File: src/rtl/wprog_pkg.sv
package wprog_pkg;
  typedef enum logic [1:0] {
    OP_SET   = 2'd0,
    OP_RESET = 2'd1,
    OP_PULSE = 2'd2,
    OP_READ  = 2'd3
  } op_e;

  typedef enum logic [1:0] {
    ST_ONE     = 2'd0,
    ST_TWO     = 2'd1,
    ST_REJECT  = 2'd2,
    ST_TIMEOUT = 2'd3
  } stat_e;

  typedef enum logic [1:0] {
    PL_REJECT = 2'd0,
    PL_ONE    = 2'd1,
    PL_TWO    = 2'd2
  } plan_e;

  typedef enum logic [3:0] {
    S_IDLE, S_SET0, S_SET1, S_RD0, S_RD1,
    S_DECIDE, S_CLEAR, S_PULSE, S_CHECK, S_DONE
  } fsm_e;
endpackage

File: src/rtl/wprog_rst_sync.sv
module wprog_rst_sync #(
  parameter int STAGES = 2
) (
  input  logic clk,
  input  logic rst_n_in,
  output logic rst_n_out
);
  logic [STAGES-1:0] chain_q;

  always_ff @(posedge clk or negedge rst_n_in) begin
    if (!rst_n_in) chain_q <= '0;
    else           chain_q <= {chain_q[STAGES-2:0], 1'b1};
  end

  assign rst_n_out = chain_q[STAGES-1];
endmodule

File: src/rtl/wprog_sorter.sv
module wprog_sorter
  import wprog_pkg::*;
#(
  parameter int GW = 8
) (
  input  logic [GW-1:0] ga,
  input  logic [GW-1:0] gb,
  input  logic [GW-1:0] tgt,
  output logic          max_is_b,
  output plan_e         plan,
  output logic [GW-1:0] share
);
  localparam int SW = GW + 1;

  logic [GW-1:0] gmax, gmin;
  logic [SW-1:0] sum;

  always_comb begin
    max_is_b = gb > ga;
    gmax     = max_is_b ? gb : ga;
    gmin     = max_is_b ? ga : gb;
    sum      = {1'b0, gmax} + {1'b0, gmin};
    if (sum < {1'b0, tgt})  plan = PL_REJECT;
    else if (gmax >= tgt)   plan = PL_ONE;
    else                    plan = PL_TWO;
    share = (plan == PL_TWO) ? (tgt - gmax) : tgt;
  end
endmodule

File: src/rtl/wprog_verify.sv
module wprog_verify #(
  parameter int GW = 8
) (
  input  logic [GW-1:0] rd,
  input  logic [GW-1:0] goal,
  input  logic [GW-1:0] tol,
  output logic          hit
);
  logic [GW-1:0] diff;

  always_comb begin
    diff = (rd >= goal) ? (rd - goal) : (goal - rd);
    hit  = diff <= tol;
  end
endmodule

File: src/rtl/wprog_ctrl.sv
module wprog_ctrl
  import wprog_pkg::*;
#(
  parameter int GW = 8,
  parameter int PW = 6
) (
  input  logic          clk,
  input  logic          rst_n,
  input  logic          start_valid,
  output logic          start_ready,
  input  logic          tgt_sign,
  input  logic [GW-1:0] tgt_mag,
  input  logic [GW-1:0] tol,
  input  logic [PW-1:0] max_pulses,
  output logic          cmd_valid,
  output logic [1:0]    cmd_op,
  output logic [1:0]    cmd_dev,
  input  logic          cmd_ack,
  input  logic [GW-1:0] rd_data,
  output logic          done,
  output logic [1:0]    status
);
  logic rst_ni;

  wprog_rst_sync #(.STAGES(2)) u_rst (
    .clk(clk), .rst_n_in(rst_n), .rst_n_out(rst_ni)
  );

  fsm_e          state_q, state_d;
  logic          sign_q;
  logic [GW-1:0] tgt_q, tol_q, ga_q, gb_q, goal_q;
  logic [PW-1:0] maxp_q, cnt_q;
  logic          chosen_q, two_q;
  stat_e         stat_q, stat_d;

  logic          max_is_b, hit;
  plan_e         plan;
  logic [GW-1:0] share;
  op_e           op_c;
  logic          idx_c;

  wprog_sorter #(.GW(GW)) u_sort (
    .ga(ga_q), .gb(gb_q), .tgt(tgt_q),
    .max_is_b(max_is_b), .plan(plan), .share(share)
  );

  wprog_verify #(.GW(GW)) u_ver (
    .rd(rd_data), .goal(goal_q), .tol(tol_q), .hit(hit)
  );

  // enables
  logic cap_en, ga_en, gb_en, dec_en, cnt_clr, cnt_inc, stat_en;
  assign cap_en  = (state_q == S_IDLE) && start_valid;
  assign ga_en   = (state_q == S_RD0) && cmd_ack;
  assign gb_en   = (state_q == S_RD1) && cmd_ack;
  assign dec_en  = (state_q == S_DECIDE);
  assign cnt_clr = dec_en;
  assign cnt_inc = (state_q == S_PULSE) && cmd_ack;
  assign stat_en = (state_d == S_DONE) && (state_q != S_DONE);

  // next state and command decode
  always_comb begin
    state_d   = state_q;
    stat_d    = stat_q;
    cmd_valid = 1'b1;
    op_c      = OP_SET;
    idx_c     = 1'b0;
    unique case (state_q)
      S_IDLE: begin
        cmd_valid = 1'b0;
        if (start_valid) state_d = S_SET0;
      end
      S_SET0: begin
        if (cmd_ack) state_d = S_SET1;
      end
      S_SET1: begin
        idx_c = 1'b1;
        if (cmd_ack) state_d = S_RD0;
      end
      S_RD0: begin
        op_c = OP_READ;
        if (cmd_ack) state_d = S_RD1;
      end
      S_RD1: begin
        op_c  = OP_READ;
        idx_c = 1'b1;
        if (cmd_ack) state_d = S_DECIDE;
      end
      S_DECIDE: begin
        cmd_valid = 1'b0;
        case (plan)
          PL_REJECT: begin state_d = S_DONE; stat_d = ST_REJECT; end
          PL_ONE:    state_d = S_CLEAR;
          default:   state_d = S_PULSE;
        endcase
      end
      S_CLEAR: begin
        op_c  = OP_RESET;
        idx_c = ~chosen_q;
        if (cmd_ack) state_d = S_PULSE;
      end
      S_PULSE: begin
        op_c  = OP_PULSE;
        idx_c = chosen_q;
        if (cmd_ack) state_d = S_CHECK;
      end
      S_CHECK: begin
        op_c  = OP_READ;
        idx_c = chosen_q;
        if (cmd_ack) begin
          if (hit) begin
            state_d = S_DONE;
            stat_d  = two_q ? ST_TWO : ST_ONE;
          end else if (cnt_q >= maxp_q) begin
            state_d = S_DONE;
            stat_d  = ST_TIMEOUT;
          end else begin
            state_d = S_PULSE;
          end
        end
      end
      S_DONE: begin
        cmd_valid = 1'b0;
        state_d   = S_IDLE;
      end
      default: begin
        cmd_valid = 1'b0;
        state_d   = S_IDLE;
      end
    endcase
  end

  // registers
  always_ff @(posedge clk or negedge rst_ni) begin
    if (!rst_ni) begin
      state_q  <= S_IDLE;
      sign_q   <= 1'b0;
      tgt_q    <= '0;
      tol_q    <= '0;
      maxp_q   <= '0;
      ga_q     <= '0;
      gb_q     <= '0;
      goal_q   <= '0;
      chosen_q <= 1'b0;
      two_q    <= 1'b0;
      cnt_q    <= '0;
      stat_q   <= ST_ONE;
    end else begin
      state_q <= state_d;
      if (cap_en) begin
        sign_q <= tgt_sign;
        tgt_q  <= tgt_mag;
        tol_q  <= tol;
        maxp_q <= max_pulses;
      end
      if (ga_en) ga_q <= rd_data;
      if (gb_en) gb_q <= rd_data;
      if (dec_en) begin
        chosen_q <= (plan == PL_ONE) ? max_is_b : ~max_is_b;
        two_q    <= (plan == PL_TWO);
        goal_q   <= share;
      end
      if (cnt_clr)      cnt_q <= '0;
      else if (cnt_inc) cnt_q <= cnt_q + 1'b1;
      if (stat_en) stat_q <= stat_d;
    end
  end

  assign start_ready = (state_q == S_IDLE);
  assign cmd_op      = op_c;
  assign cmd_dev     = {sign_q, idx_c};
  assign done        = (state_q == S_DONE);
  assign status      = stat_q;


  cmd_hold_chk: assert property (@(posedge clk) disable iff (!rst_ni)
    (cmd_valid && !cmd_ack) |=> (cmd_valid && $stable(cmd_op) && $stable(cmd_dev)));


  done_pulse_chk: assert property (@(posedge clk) disable iff (!rst_ni)
    done |=> !done);


  reject_path_chk: assert property (@(posedge clk) disable iff (!rst_ni)
    (state_q == S_DECIDE && plan == PL_REJECT) |=> (done && status == ST_REJECT));


  pulse_budget_chk: assert property (@(posedge clk) disable iff (!rst_ni)
    (state_q == S_CHECK) |-> (cnt_q <= maxp_q || cnt_q == 1));


  busy_lock_chk: assert property (@(posedge clk) disable iff (!rst_ni)
    (start_ready && start_valid) |=> !start_ready);


  clear_first_chk: assert property (@(posedge clk) disable iff (!rst_ni)
    (cmd_valid && cmd_op == OP_RESET) |-> (cnt_q == 0));
endmodule

File: config.mk
export PLATFORM = sky130hd
export DESIGN_NAME = wprog_ctrl
export DESIGN_NICKNAME = d
export VERILOG_FILES = /design/src/rtl/wprog_pkg.sv /design/src/rtl/wprog_rst_sync.sv /design/src/rtl/wprog_sorter.sv /design/src/rtl/wprog_verify.sv /design/src/rtl/wprog_ctrl.sv
export SDC_FILE = /design/constraint.sdc
export NUM_CORES = 1
export LEC_CHECK = 0
export BUFFER_PORTS_ARGS = -buffer_cell sky130_fd_sc_hd__buf_2
export CAP_MARGIN = 30
export CORE_MARGIN = 2
export CORE_UTILIZATION = 41
export DETAILED_ROUTE_END_ITERATION = 6
export SYNTH_ARGS = -nofsm -noshare
export SYNTH_HDL_FRONTEND = slang
export SYNTH_SLANG_ARGS = --single-unit
File: constraint.sdc
create_clock -name clk -period 2.23 [get_ports clk]
set_clock_uncertainty 0.05 [all_clocks]
set_input_delay 0.1115 -clock clk [delete_from_list [all_inputs] [get_ports clk]]
set_output_delay 0.1115 -clock clk [all_outputs]
set_load 0.01 [all_outputs]
==> metrics.yaml <==
outcome: "finished with violations"
violations: "setup timing"
r2r_end: "state_q[2]$_DFF_PN0_"
synth_edf_count: 0
hold_path_depth: 3
setup_viol: 16
initial_utilization: 0.420
ys.flop_type: "dfrtp_1"
fin_nets: 815
drt_iter0_drc: 187
drive_gt1_frac: 0.396
pin_count: 44
syn_avg_cell_area_um2: 9.21
critPathArrivalTime_ps: 3880
final-max-slew-violation-count: 0
nFillCells: 961
drt-pass1-iter-count: 4
portBuffers: 43
yosys.cell_types.count: 59
layout_common_cells: "buf_4 (126), dfrtp_1 (62), inv_1 (53), ha_1 (53), nand2_1 (46)"
clk_latency_ps: 340
place_area_mm2: 0.00604
num_antenna_cells: 0
reg2reg_from: "goal_q[0]$_DFFE_PN0P_"
rsz0062_at_grt: "yes"
hold_start: "rd_data[7]"
tightestPinTransition_ps: 631
h-tree-depth: 3
period_share: 1.67
hpwlAfterDp_mm: 9.32
drt-total-wl_mm: 12.7
fin_tns_setup_ps: -20480
fp.dieW_um: 112
design_area_mm2: 0.00698
antenna_found_initial: 0
start_kind: "flop"
ant_nets: 0
yosys_register_bits: 63
reg2reg_slack_ps: -1480
worstSetupEndpointType: "flop"
vias: 4333
grt_pass1_wl_mm: 20.9
slew_headroom: 0.575
cts_buffers: 9
worstPathMaxFanout: 6
yosys.area.top_type_share: 0.330
cp_data_required_time_ps: 2390
mostFrequentLayoutCell: "buf_4"
yosysWarnings: 0
route.detailed.drc: 0
via_per_inst: 5.02
whs_endpoint: "ga_q[7]$_DFFE_PN0P_"
syn_inst: 518
clock_sinks: 63
dieHeight_um: 112
ys_top_cells_by_area: "dfrtp_1 (33%), ha_1 (16%), mux2_2 (6.1%), inv_1 (4.7%), nand2_1 (3.7%)"
syn-num-nets: 618
row_count: 39
wl_per_cell_um: 14.7
synth_area_mm2: 0.00477
path_clk_slew_ps: 60
r2r_cells: 17
grt_usage: 0.211
fp.dieArea_mm2: 0.0125
coreArea_mm2: 0.0114
hp-class: "input pin to flop"
area_growth_pct: 46.3
cap_violations: 0
async_flop_share: 1.00
clk_path_buf_depth: 2
grt_pass1_vias: 4515
setup_ws_ps: -1480
place_congestion: 0.855
min_period_ps: 3710
cts-root-buf: "clkbuf_16"
crit_type: "flop to flop"
max_freq_ghz: 0.269
finalHoldViolations: 0
multi_input_area_mm2: 0.00318
grt_overflow_total: 0
grt_start_max_net_pins: 35
yosysSeqAreaShare: 0.330
ff_latch_area_mm2: 0.00158
cts_tree: "yes"
synth_top_area_cell: "dfrtp_1"
[logic make-up after synthesis]
family,after synthesis,synth area share
multiplexers,40,0.0910
adder cells (fa/ha/maj),65,0.177
flip-flops,63,0.330
other,1,0.000786
buffers and inverters,78,0.0713
AND/OR/NAND/NOR,125,0.123
AO/OA/AOI/OAI,126,0.170
XOR/XNOR,20,0.0367
[state kept, by name (all words and copies together) (netlist names), 4 cells and up]
name / count
ga_q: 8
gb_q: 8
goal_q: 8
tgt_q: 8
tol_q: 8
cnt_q: 6
maxp_q: 6
state_q: 4
[synthesized netlist by cell type, types with 4 or more instances]
cell type and count:
inv_1 60, o21a_1 4, nand3_1 16, mux2i_1 13, o21ai_0 35, mux2_2 26, nor3_1 4, nor2b_1 6
o211ai_1 6, fa_1 4, o22ai_1 4, nand2_1 47, clkbuf_1 8, nor2_1 25, a21o_1 6, nand4_1 9
nand2b_1 5, ha_1 61, a21oi_1 31, dfrtp_1 63, xor2_1 13, xnor2_1 7, o21bai_1 9
[critical path: stages (launching register included)]
cell	delay, ps
dfrtp_1	350
ha_2	180
inv_2	40
fa_2	330
a21o_2	210
a21oi_4	170
a311oi_4	140
o22ai_4	250
mux2i_2	310
o21bai_1	110
xor2_1	150
ha_1	320
nand4_1	140
buf_4	170
o22ai_4	220
nor3_4	90
a221oi_2	260
nand2_1	80
[metrics by stage]
step,instances,util,hold WS [ps],setup WS [ps]
finish,863,0.614,12.4,-1480
global route,863,0.614,40.7,-1720
CTS,858,0.605,9.12,-1410
detailed placement,801,0.532,-147,-1450
global placement,801,0.532,-154,-1330
floorplan,518,-,-234,-1160
[worst max path at each step]
| stage | from | endpoint |
|---|---|---|
| after floorplan | ga_q[4]$_DFFE_PN0P_ | goal_q[7]$_DFFE_PN0P_ |
| after global placement | goal_q[0]$_DFFE_PN0P_ | status[1]$_DFFE_PN0P_ |
| after detailed placement | goal_q[0]$_DFFE_PN0P_ | state_q[2]$_DFF_PN0_ |
| after CTS | goal_q[0]$_DFFE_PN0P_ | state_q[2]$_DFF_PN0_ |
| after global routing | goal_q[0]$_DFFE_PN0P_ | state_q[2]$_DFF_PN0_ |
| final | goal_q[0]$_DFFE_PN0P_ | state_q[2]$_DFF_PN0_ |
[cell type report]
type | instances | area share
Clock inverter | 5 | 0.00807
Multi-Input combinational cell | 378 | 0.456
Timing Repair Buffer | 202 | 0.215
Sequential cell | 63 | 0.226
Inverter | 61 | 0.0328
Clock buffer | 11 | 0.0362
Tap cell | 143 | 0.0256
[metal layers]
| metal | track usage | vias to the layer above | wire [um] |
|---|---|---|---|
| met2 | 0.371 | 69 | 6390 |
| met3 | 0.0283 | 18 | 335 |
| li1 | - | 2210 | - |
| met1 | 0.260 | 2036 | 5730 |
| met5 | 0 | - | 0 |
| met4 | 0.0889 | 0 | 242 |
[timing repair]
action	4_1_cts	5_1_grt
gates resized for setup	34	16
setup endpoints to repair	16	16
hold buffers	25	0
hold endpoints to repair	26	0
pin swaps	8	27
cloned	1	0
setup buffers	18	7
Power is left out: the tool's default activity adds up to more than one toggle a clock period on the data nets, which glitch-free logic cannot reach.
